**config.mk**
```make
export PLATFORM = sky130hd
export DESIGN_NAME = dslope_seq
export DESIGN_NICKNAME = d
export VERILOG_FILES = /design/src/rtl/dslope_pkg.sv /design/src/rtl/dslope_sync.sv /design/src/rtl/dslope_fsm.sv /design/src/rtl/dslope_capture.sv /design/src/rtl/dslope_seq.sv
export SDC_FILE = /design/constraint.sdc
export NUM_CORES = 1
export LEC_CHECK = 0
export CAP_MARGIN = 20
export CORE_UTILIZATION = 36
export CTS_BUF_LIST = sky130_fd_sc_hd__clkbuf_4 sky130_fd_sc_hd__clkbuf_8
export CTS_CLUSTER_SIZE = 14
export DETAILED_ROUTE_END_ITERATION = 12
export PLACE_DENSITY = 0.64
export SLEW_MARGIN = 20
export SYNTH_ARGS = -nofsm -noshare
export SYNTH_HDL_FRONTEND = slang
export SYNTH_SLANG_ARGS = --single-unit
export TNS_END_PERCENT = 20
```
**constraint.sdc**
```tcl
create_clock -name clk -period 2.1 [get_ports clk]
set_input_delay 0.63 -clock clk [delete_from_list [all_inputs] [get_ports clk]]
set_output_delay 0.63 -clock clk [all_outputs]
set_load 0.01 [all_outputs]
```
**src/rtl/dslope_pkg.sv**
```systemverilog
package dslope_pkg;

   typedef enum logic [1:0] {
      PH_AZ  = 2'd0,
      PH_INT = 2'd1,
      PH_DE  = 2'd2,
      PH_ZI  = 2'd3
   } phase_e;

endpackage

```
**src/rtl/dslope_sync.sv**
```systemverilog
module dslope_sync #(
   parameter int STAGES = 2
) (
   input  logic clk,
   input  logic rst_n,
   input  logic d_i,
   output logic q_o
);

   generate
      if (STAGES < 2) begin : g_bad_stages
         $error("dslope_sync: STAGES must be at least 2");
      end
   endgenerate

   logic [STAGES-1:0] shreg;

   always_ff @(posedge clk or negedge rst_n) begin
      if (!rst_n) shreg <= '0;
      else        shreg <= {shreg[STAGES-2:0], d_i};
   end

   assign q_o = shreg[STAGES-1];

endmodule

```
**src/rtl/dslope_fsm.sv**
```systemverilog
module dslope_fsm
   import dslope_pkg::*;
#(
   parameter int CNT_W     = 12,
   parameter int AZ_LEN    = 1790,
   parameter int ZI_LEN    = 32,
   parameter int START_DLY = 7
) (
   input  logic             clk,
   input  logic             rst_n,
   input  logic             run_hold_i,
   input  logic             cmp_s_i,
   output phase_e           phase_o,
   output logic             int_start_o,
   output logic             int_end_o,
   output logic             de_end_o,
   output logic             over_o,
   output logic [CNT_W-1:0] count_o
);

   localparam int RW = $clog2(START_DLY + 1);
   localparam logic [CNT_W-1:0] INT_LAST = CNT_W'(2**(CNT_W-1) - 1);
   localparam logic [CNT_W-1:0] DE_LAST  = CNT_W'(2**CNT_W - 1);
   localparam logic [CNT_W-1:0] AZ_LAST  = CNT_W'(AZ_LEN - 1);
   localparam logic [CNT_W-1:0] ZI_LAST  = CNT_W'(ZI_LEN - 1);
   localparam logic [RW-1:0]    RUN_FULL = RW'(START_DLY);

   phase_e           phase;
   logic [CNT_W-1:0] cnt;
   logic [RW-1:0]    run_cnt;
   logic             ref_lvl;
   logic             crossing;
   logic             az_ready;
   logic             zi_end;

   always_comb begin
      crossing = (phase == PH_DE) && (cmp_s_i != ref_lvl);
      az_ready = (phase == PH_AZ) && (cnt == AZ_LAST) && run_hold_i
                 && (run_cnt == RUN_FULL);
      int_end_o = (phase == PH_INT) && (cnt == INT_LAST);
      de_end_o  = (phase == PH_DE) && (crossing || (cnt == DE_LAST));
      over_o    = de_end_o && !crossing;
      zi_end    = (phase == PH_ZI) && (cnt == ZI_LAST);
   end

   // consecutive-high counter for leaving hold
   always_ff @(posedge clk or negedge rst_n) begin
      if (!rst_n)                run_cnt <= '0;
      else if (!run_hold_i)      run_cnt <= '0;
      else if (run_cnt != RUN_FULL) run_cnt <= run_cnt + 1'b1;
   end

   always_ff @(posedge clk or negedge rst_n) begin
      if (!rst_n) begin
         phase   <= PH_AZ;
         cnt     <= '0;
         ref_lvl <= 1'b0;
      end else begin
         unique case (phase)
            PH_AZ: begin
               if (az_ready) begin
                  phase <= PH_INT;
                  cnt   <= '0;
               end else if (cnt != AZ_LAST) begin
                  cnt <= cnt + 1'b1;
               end
            end
            PH_INT: begin
               if (int_end_o) begin
                  phase   <= PH_DE;
                  cnt     <= '0;
                  ref_lvl <= cmp_s_i;
               end else begin
                  cnt <= cnt + 1'b1;
               end
            end
            PH_DE: begin
               if (de_end_o) begin
                  phase <= PH_ZI;
                  cnt   <= '0;
               end else begin
                  cnt <= cnt + 1'b1;
               end
            end
            PH_ZI: begin
               if (zi_end) begin
                  phase <= PH_AZ;
                  cnt   <= '0;
               end else begin
                  cnt <= cnt + 1'b1;
               end
            end
            default: begin
               phase <= PH_AZ;
               cnt   <= '0;
            end
         endcase
      end
   end

   assign phase_o     = phase;
   assign int_start_o = az_ready;
   assign count_o     = cnt;

endmodule

```
**src/rtl/dslope_capture.sv**
```systemverilog
module dslope_capture #(
   parameter int CNT_W = 12,
   localparam int RES_W = CNT_W + 2
) (
   input  logic             clk,
   input  logic             rst_n,
   input  logic             int_start_i,
   input  logic             int_end_i,
   input  logic             de_end_i,
   input  logic             over_i,
   input  logic [CNT_W-1:0] count_i,
   input  logic             pol_i,
   input  logic             inhibit_i,
   output logic             status_o,
   output logic [RES_W-1:0] result_o
);

   logic pol_q;

   always_ff @(posedge clk or negedge rst_n) begin
      if (!rst_n)         pol_q <= 1'b0;
      else if (int_end_i) pol_q <= pol_i;
   end

   always_ff @(posedge clk or negedge rst_n) begin
      if (!rst_n)           status_o <= 1'b0;
      else if (int_start_i) status_o <= 1'b1;
      else if (de_end_i)    status_o <= 1'b0;
   end

   always_ff @(posedge clk or negedge rst_n) begin
      if (!rst_n) begin
         result_o <= '0;
      end else if (de_end_i && !inhibit_i) begin
         result_o <= {over_i, pol_q, over_i ? {CNT_W{1'b1}} : count_i};
      end
   end

endmodule

```
**src/rtl/dslope_seq.sv**
```systemverilog
module dslope_seq
   import dslope_pkg::*;
#(
   parameter int CNT_W       = 12,
   parameter int AZ_LEN      = 1790,
   parameter int ZI_LEN      = 32,
   parameter int START_DLY   = 7,
   parameter int SYNC_STAGES = 2,
   localparam int RES_W      = CNT_W + 2
) (
   input  logic             clk,
   input  logic             rst_n,
   input  logic             comp_i,
   input  logic             pol_i,
   input  logic             run_hold_i,
   input  logic             inhibit_i,
   output logic             az_o,
   output logic             int_o,
   output logic             de_o,
   output logic             zi_o,
   output logic             status_o,
   output logic [RES_W-1:0] result_o
);

   generate
      if (CNT_W < 4 || CNT_W > 20) begin : g_bad_width
         $error("dslope_seq: CNT_W out of range 4..20");
      end
      if (AZ_LEN < 1 || AZ_LEN > 2**CNT_W) begin : g_bad_az
         $error("dslope_seq: AZ_LEN must fit the phase counter");
      end
      if (ZI_LEN < 1 || ZI_LEN > 2**CNT_W) begin : g_bad_zi
         $error("dslope_seq: ZI_LEN must fit the phase counter");
      end
      if (START_DLY < 1) begin : g_bad_dly
         $error("dslope_seq: START_DLY must be at least 1");
      end
   endgenerate

   logic             cmp_s;
   phase_e           phase;
   logic             int_start;
   logic             int_end;
   logic             de_end;
   logic             over;
   logic [CNT_W-1:0] count;

   dslope_sync #(.STAGES(SYNC_STAGES)) u_sync (
      .clk   (clk),
      .rst_n (rst_n),
      .d_i   (comp_i),
      .q_o   (cmp_s)
   );

   dslope_fsm #(
      .CNT_W     (CNT_W),
      .AZ_LEN    (AZ_LEN),
      .ZI_LEN    (ZI_LEN),
      .START_DLY (START_DLY)
   ) u_fsm (
      .clk         (clk),
      .rst_n       (rst_n),
      .run_hold_i  (run_hold_i),
      .cmp_s_i     (cmp_s),
      .phase_o     (phase),
      .int_start_o (int_start),
      .int_end_o   (int_end),
      .de_end_o    (de_end),
      .over_o      (over),
      .count_o     (count)
   );

   dslope_capture #(.CNT_W(CNT_W)) u_cap (
      .clk         (clk),
      .rst_n       (rst_n),
      .int_start_i (int_start),
      .int_end_i   (int_end),
      .de_end_i    (de_end),
      .over_i      (over),
      .count_i     (count),
      .pol_i       (pol_i),
      .inhibit_i   (inhibit_i),
      .status_o    (status_o),
      .result_o    (result_o)
   );

   assign az_o  = (phase == PH_AZ);
   assign int_o = (phase == PH_INT);
   assign de_o  = (phase == PH_DE);
   assign zi_o  = (phase == PH_ZI);

endmodule

```
; Word-level counts from Yosys, hierarchy flattened
; Index checks and enable logic that the tools add are counted.
[op_classes]
n_addsub = 2
n_eq_ne = 17
n_mux = 16
reduce_logical = 16
[ops]
columns = op, count
row1 = 12-bit 2-to-1 mux, 6
row2 = 12-bit case mux with 4 select lines, 1
row3 = 12-bit by 11-bit == test with 1-bit output (second input constant), 2
row4 = 12-bit by 1-bit adder with 12-bit output (second input constant), 1
row5 = 12-bit == test (second input constant), 1
row6 = 12-bit by 5-bit == test with 1-bit output (second input constant), 1
row7 = 12-bit by 11-bit != test with 1-bit output (second input constant), 1
row8 = 2-bit by 1-bit != test with 1-bit output (second input constant), 5
row9 = 1-bit logical AND, 9
row10 = 2-bit 2-to-1 mux, 4
row11 = 2-bit case mux with 4 select lines, 1
row12 = 3-bit 2-to-1 mux, 2
row13 = 2-bit == test (second input constant), 2
row14 = 4-bit AND reduction, 1
row15 = 3-bit by 1-bit adder with 3-bit output (second input constant), 1
row16 = 3-bit == test (second input constant), 1
row17 = 3-bit by 1-bit != test with 1-bit output (second input constant), 1
row18 = 3-bit != test (second input constant), 1
row19 = 2-bit by 1-bit == test with 1-bit output (second input constant), 1
row20 = 1-bit logical NOT, 2
row21 = 2-bit logical NOT, 1
row22 = 1-bit 2-to-1 mux, 2
row23 = 2-bit AND reduction, 1
row24 = 2-bit nonzero test, 1
row25 = 2 further kinds, 2
[word_totals]
ff_bits = 36
out_inout_bits = 19
word_cells = 59

; Depth between registers and ports, before layout
; Gate-level depths: netlist (run 1).
[depth]
word_depth = 6
ltp_mapped = 8

; By module
; From an unflattened synthesis (run 1), not the netlist that was laid out.
[hier_totals]
cells_unflattened = 177
area_unflattened_um2 = 1901.8
[modules_own_cells]
columns = mod, n_inst, cells_per_inst, area_per_inst_um2, seq_area_each_um2
row1 = dslope_fsm, 1, 110, 1119.8, 450.4
row2 = dslope_capture, 1, 61, 705.7, 400.4
row3 = dslope_sync, 1, 2, 50.0, 50.0
row4 = dslope_seq, 1, 4, 26.3, 0.0

; Worst setup path after synthesis (run 1)
; OpenSTA, ideal clock, no wires.
[synth_path]
kind = reg2reg
start = reg u_fsm.cnt[0] (netlist: u_fsm.count_o[0])
end = reg u_fsm.phase[1] (netlist: u_fsm.phase_o[1])
setup_ns = 0.128
t_arrival_ns = 1.902
required_ns = 1.972
setup_slack_ns = 0.071
stages_incl_launch_ff = 7
path_buffers = 0
synth_period_minus_slack_ns = 2.029
cell_sequence = dfrtp_1 -> ha_1 -> nand3_2 -> o41ai_2 -> nand2_1 -> a211oi_2 -> mux2_1
[synth_via]
elab_chain_len = 6
word_cells_on_any_way = 16
cone_classes = 8 x eq/ne / 8 x reduce/logical
[synth_rtl]
columns = item, line_no
row1 = start: declaration, dslope_fsm.sv:29  ; logic [CNT_W-1:0] cnt;
row2 = start signal: assignment, dslope_fsm.sv:65  ; cnt <= cnt + 1'b1;
row3 = start signal: assignment, dslope_fsm.sv:74  ; cnt <= cnt + 1'b1;
row4 = start signal: assignment, dslope_fsm.sv:82  ; cnt <= cnt + 1'b1;
row5 = 12-bit by 11-bit == test with 1-bit output, dslope_fsm.sv:38  ; az_ready = (phase == PH_AZ) && (cnt == AZ_LAST) && run_hold_i
row6 = 1-bit logical AND (2 in series), dslope_fsm.sv:38
row7 = 1-bit logical AND, dslope_fsm.sv:39  ; && (run_cnt == RUN_FULL);
row8 = 2-bit by 1-bit != test with 1-bit output (no line), n/a
row9 = 4-bit AND reduction (no line) (*), n/a
row10 = end signal: assignment, dslope_fsm.sv:55  ; phase <= PH_AZ;
row11 = end signal: assignment, dslope_fsm.sv:62  ; phase <= PH_INT;
row12 = end signal: assignment, dslope_fsm.sv:70  ; phase <= PH_DE;
row13 = end: declaration, dslope_fsm.sv:28  ; phase_e phase;
; Mark *: on every way between the ends. The rest lies on a longest branch, timed or not.
; A chain may end at the register's enable or synchronous reset.

; Worst setup path after layout (run 1)
[layout_path]
start = reg u_fsm.phase[0] (netlist: u_fsm.phase_o[0])
end = out az_o
[layout_via]
elab_chain_len = 1
[layout_rtl]
columns = item, line_no
row1 = 2-bit logical NOT, dslope_seq.sv:87  ; assign az_o = (phase == PH_AZ);
row2 = end: declaration, dslope_seq.sv:17  ; output logic az_o,
; Every way passes these cells.

==> impl_metrics.csv, run 1 <==
group,metric,value,unit
outcome,status,"complete, no violations",
clocking,clkLatencyLatePin,290,ps
placement,dp_cells,285,
synth,synth_commonest_cells,"dfrtp_1, nand2_1, nor2_1",
synth,synthTopCellsByArea,"dfrtp_1, ha_1, xnor2_1",
clocking,cts_tree,"yes",
worst_setup_path,cp_max_fo,4,
global_routing,antenna_found_initial,0,
timing,tightest_slew,449.8,ps
synth,synth_top_area_cell,"dfrtp_1",
synth,yosysWarnings,0,
synth,syn_nets,194,
synth,async_flop_share,100.0,%
finish,design_area,2396,um^2
timing,finalCritPeriodShare,95.99,%
synth,synth.most_common_cell,"dfrtp_1",
timing,fmax,496.1,MHz
synth,ys_ff_latch,36,
clocking,htree_levels,2,
synth,synth_top_area_share,50.31,%
global_routing,grt_usage,15.39,%
synth,synth-edff-count,0,
drt,drc_errors,0,
drt,routed_wirelength,3441,um
global_routing,grt.overflow.total,0,
floorplan,io_pins,25,
finish,fin_cells,293,
clocking,cts.sinks,36,
placement,port_buffers,24,
global_routing,grt_pass1_wl,6127,um
synth,syn_inst,180,
clocking,clkSlewWorstSetupHoldPaths,70,ps
drt,antenna_left,0,
pwr,powerDensity,568.1,nW/um^2
global_routing,grt_max_degree,37,
timing,fin_worst_skew,5.990,ps
placement,gp_congestion,0.7797,
timing,maxSlewViolCount,0,
floorplan,num_rows,25,
floorplan,start_util,37.66,%
floorplan,chipWidth,72.53,um
hold_path,hp-class,"reg2reg",
floorplan,die_y,72.53,um
synth,synth_seq_area_share,50.31,%
worst_setup_path,cp-start-kind,"flip-flop",
timing,relSlewSlack,70.02,%
worst_setup_path,reg2regPathDepth,5,
hold_path,holdPathStages,0,
drt,drtIter0Drc,86,
finish,fillers,463,
timing,rsz0062_at_grt,"false",
placement,placed_area,2252,um^2
synth,syn_area,1790,um^2
timing,tns,0,ps
timing,post-route-min-period,2016,ps
synth,ys.flop_type,"dfrtp_1",
drt,routed.top_layer,"met4",
timing,hold_ws,354.3,ps
floorplan,die_area,5260,um^2
synth,avgSynthCellArea,9.947,um^2
drt,vias,1384,
drt,vias_per_cell,4.724,
job,maxCapViolCount,0,
placement,dp_hpwl,2488,um
worst_setup_path,cp.required,1470,ps
worst_setup_path,worst_ep_arrival_time,1390,ps
pwr,p_leak,1.102,nW
finish,antenna_cells,0,
floorplan,fp.coreArea,4755,um^2
timing,hold_violations,0,
drt,wl_per_cell,11.74,um
clocking,cts_root_buf,"clkbuf_8",
drt,wl_met2,1617,um
worst_setup_path,timing.setup.critical_path_class,"reg2out",
global_routing,grt_pass1_vias,1318,
drt,wl_met1,1680,um
clocking,clock_path_buffers,2,
finish,drive_gt1_share,19.91,%
clocking,numCtsBuffers,5,
timing,finalSetupViolCount,0,
placement,post-place-ws,23.07,ps
drt,drt_pass1_iterations,4,
timing,setup_slack,84.11,ps
finish,area_growth,33.82,%
worst_setup_path,cp-end-kind,"output port",
finish,layout.nets,239,
drt,wl_met3,117,um
synth,synth.distinct_cells,37,
pwr,vdd_drop_max,0.0004215,V
## report_power, final
part | internal, W | switching [W]
registers | 0.000700 | 0.00000427
logic | 0.0000206 | 0.0000287
clock network | 0.000365 | 0.000243
## worst max-delay path, cell delays in order, from the launching register on
cell           delay, ps
dfrtp_1              410
inv_2                 50
ha_1                 220
buf_4                150
dlygate4sd2_1        280
## final timing paths
check	startpoint	endpoint	slack [ps]
max	u_fsm.phase_o[0]	az_o	80
min	u_sync.shreg[0]	u_sync.shreg[1]	350
max reg2reg	u_fsm.count_o[6]	u_fsm.phase_o[1]	90
min reg2reg	u_sync.shreg[0]	u_sync.shreg[1]	350
max in group asynchronous	rst_n	u_fsm.count_o[1]	1020
min in group asynchronous	rst_n	u_cap.result_o[8]	760
## cell type report
class | count | area [um^2] | area share [%]
sequential | 36 | 900.9 | 37.60
multi-input combinational | 129 | 868.3 | 36.24
timing repair buffer | 44 | 397.9 | 16.61
tap | 67 | 83.83 | 3.499
clock buffer | 6 | 76.32 | 3.185
clock inverter | 2 | 35.03 | 1.462
inverter | 9 | 33.78 | 1.410
## timing repair
action | CTS | global route
resized for setup | 5 | 6
buffers inserted | 0 | 0
hold buffers | 0 | 0
pin swaps | 0 | 2
cloned | 0 | 0
endpoints found under the setup margin | 4 | 11
## cells in the final DEF (no fill, tap or decap), types with 3 or more instances in the layout
cell / Yosys / final
clkdlybuf4s50_1: 0 / 20
dfrtp_1: 36 / 36
inv_1: 8 / 7
nand2_1: 22 / 22
xnor2_1: 11 / 11
a21oi_1: 3 / 3
dlygate4sd2_1: 0 / 4
o21ai_1: 13 / 13
nand4_1: 4 / 4
nor2_1: 22 / 22
ha_1: 8 / 6
mux2_2: 3 / 3
o21ai_0: 3 / 3
clkbuf_8: 0 / 5
buf_4: 0 / 19
nor3_1: 3 / 3
nand3_1: 8 / 8
a211oi_1: 3 / 3
## metrics by stage
step | total power (W) | utilization (%)
2_1_floorplan | 0.0007357 | -
3_3_place_gp | 0.0007658 | 47.37
3_5_place_dp | 0.0007675 | 47.37
4_1_cts | 0.001382 | 49.66
5_1_grt | 0.001420 | 50.39
6_report | 0.001361 | 50.39
## registers in the layout, indices dropped and copies added, names as in the netlist
| register | flops |
|---|---|
| u_cap.pol_q | 1 |
| u_cap.result_o | 14 |
| u_cap.status_o | 1 |
| u_fsm.count_o | 12 |
| u_fsm.phase_o | 2 |
| u_fsm.ref_lvl | 1 |
| u_fsm.run_cnt | 3 |
| u_sync.shreg | 2 |
## cell families after synthesis
family                   after synthesis  synth area share, %
flip-flops                            36                50.31
adder cells (fa/ha/maj)                8                5.591
AO/OA/AOI/OAI                         29                11.53
buffers and inverters                 15                3.284
multiplexers                           6                3.634
XOR/XNOR                              12                5.870
AND/OR/NAND/NOR                       74                19.78
## metal layers
metal | vias up | GRT usage (%)
li1 | 710 | -
met1 | 649 | 20.67
met2 | 23 | 22.95
met3 | 2 | 5.278
met4 | 0 | 5.664
met5 | - | 0
(Power assumes the default switching activity.)
==> run 2: changes to the inputs <==
- CORE_MARGIN: unset -> 4
==> impl_metrics.csv, run 2 (synthesized netlist as in run 1, its figures left out) <==
group,metric,value,unit
outcome,status,"complete, no violations",
hold_path,hp-class,"in2async",
drt,vias,1394,
timing,relSlewSlack,73.73,%
worst_setup_path,cpPeakStageDelay,400,ps
finish,largest_register_ffs,14,
timing,finalSetupViolCount,0,
finish,regMostFlops,"u_cap.result_o",
clocking,clkLatencyLatePin,290,ps
floorplan,fp.coreArea,4786,um^2
timing,fmax,495.3,MHz
worst_setup_path,cp.buffers_inverters,0,
finish,layout.nets,241,
timing,finalCritPeriodShare,96.14,%
drt,drtIter0Drc,46,
worst_setup_path,timing.setup.critical_path_class,"reg2reg",
clocking,cts_root_buf,"clkbuf_8",
timing,hold_ws,283.0,ps
placement,post-place-ws,32.30,ps
finish,antenna_cells,0,
worst_setup_path,slowest_stage,"o41ai_2",
pwr,seq_power_share,51.5,%
floorplan,io_pins,25,
drt,routed.top_layer,"met4",
worst_setup_path,path_cells,"ha_2 > nand3_2 > o41ai_2 > nand2_1 > a211oi_2 > mux2_1",
drt,wl_met3,170,um
finish,area_growth,34.17,%
pwr,powerDensity,568.7,nW/um^2
timing,tns,0,ps
placement,dp_hpwl,2653,um
drt,wl_met2,1727,um
drt,drc_errors,0,
placement,dp_cells,286,
finish,seq_area,900.9,um^2
worst_setup_path,worst_ep_arrival_time,2190,ps
global_routing,antenna_found_initial,0,
finish,fin_cells,295,
drt,drt_pass1_iterations,5,
placement,gp_congestion,0.7988,
pwr,switching_power,0.0002932,W
floorplan,die_area,6166,um^2
finish,drive_gt1_share,21.49,%
global_routing,grt_usage,13.29,%
worst_setup_path,cp-end-kind,"flip-flop",
pwr,p_int,0.001073,W
finish,multi_input_area,852.1,um^2
floorplan,start_util,37.41,%
job,maxCapViolCount,0,
clocking,clkSlewWorstSetupHoldPaths,80,ps
timing,hold_violations,0,
floorplan,chipWidth,78.53,um
finish,final_cell_mix,"dfrtp_1, nor2_1, nand2_1",
clocking,cts.sinks,36,
clocking,htree_levels,2,
global_routing,grt_pass1_vias,1395,
drt,wl_per_cell,12.40,um
global_routing,grt.overflow.total,0,
worst_setup_path,cp.required,2270,ps
pwr,switching_share,21.46,%
timing,maxSlewViolCount,0,
timing,setup_slack,81.15,ps
drt,wl_met1,1738,um
clocking,numCtsBuffers,5,
finish,fillers,462,
pwr,power_frac_comb,3.7,%
worst_setup_path,cp_max_fo,6,
worst_setup_path,cp-start-kind,"flip-flop",
global_routing,grt_pass1_wl,6341,um
clocking,clock_path_buffers,2,
worst_setup_path,critical_path.top_delay_family,"compound AO/OA/AOI/OAI gates",
pwr,vdd_drop_max,0.0003802,V
pwr,finalPower,0.001366,W
global_routing,grt_max_degree,37,
drt,vias_per_cell,4.725,
timing,rsz0062_at_grt,"false",
clocking,cts_hold_buffers,0,
clocking,cts_tree,"yes",
drt,antenna_left,0,
timing,tightest_slew,390.4,ps
timing,fin_worst_skew,8.893,ps
placement,port_buffers,24,
pwr,clockPowerShare,44.8,%
floorplan,die_y,78.53,um
floorplan,num_rows,25,
pwr,p_leak,1.111,nW
timing,post-route-min-period,2019,ps
finish,mostFrequentLayoutCell,"dfrtp_1",
drt,routed_wirelength,3659,um
==> run 2: cell count changes in the layout (fill, tap and decap cells not counted), sizes merged <==
cell | before | now
clkinvlp | 0 | 1
clkdlybuf4s50 | 20 | 19
clkbuf | 6 | 5
buf | 20 | 23
==> run 2: path summary, 6_finish.rpt <==
kind                                  start           endpoint  slack (ps)  cells after the start
max                        u_fsm.count_o[1]   u_fsm.phase_o[1]          80                      6
min                                   rst_n   u_fsm.count_o[8]         280                      2
max reg2reg                u_fsm.count_o[1]   u_fsm.phase_o[1]          80                      6
min reg2reg                 u_sync.shreg[0]    u_sync.shreg[1]         350                      0
max in group asynchronous             rst_n  u_fsm.count_o[10]        1630                      2
min in group clk            u_sync.shreg[0]    u_sync.shreg[1]         350                      0
==> run 2: timing repair <==
| item | CTS | global route |
|---|---|---|
| gates resized for setup | 5 | 5 |
| setup endpoints to repair | 4 | 2 |
| pin swaps | 0 | 1 |
| setup buffers | 0 | 1 |
==> run 2: layout make-up <==
| cell class | count | area share, % |
|---|---|---|
| Sequential cell | 36 | 37.50 |
| Multi-Input combinational cell | 129 | 35.47 |
| Timing Repair Buffer | 46 | 17.50 |
| Tap cell | 67 | 3.490 |
| Clock buffer | 5 | 2.865 |
| Clock inverter | 3 | 1.771 |
| Inverter | 9 | 1.406 |
==> run 2: power by group through the flow <==
stage	logic (W)	registers (W)	clock network, W
floorplan	0.0000188	0.000717	0
global placement	0.0000512	0.000717	0
detailed placement	0.0000522	0.000717	0
CTS	0.0000526	0.000704	0.000637
global route	0.0000582	0.000704	0.000676
finish	0.0000502	0.000704	0.000612
==> run 2: layer usage <==
metal | track usage (%) | up-vias
li1 | - | 715
met1 | 16.53 | 642
met2 | 20.80 | 35
met3 | 4.931 | 2
met4 | 5.245 | 0
met5 | 0 | -
==> run 2: per-stage QoR <==
step	util [%]	instance area (um^2)
floorplan	-	1790
global placement	47.37	2267
detailed placement	47.37	2267
CTS	49.65	2376
global route	50.20	2402
finish	50.20	2402
==> run 2: worst register-to-register path, stage by stage (launching register included) <==
cell      delay (ps)
dfrtp_1          390
ha_2             220
nand3_2          180
o41ai_2          400
nand2_1          120
a211oi_2         260
mux2_1           340
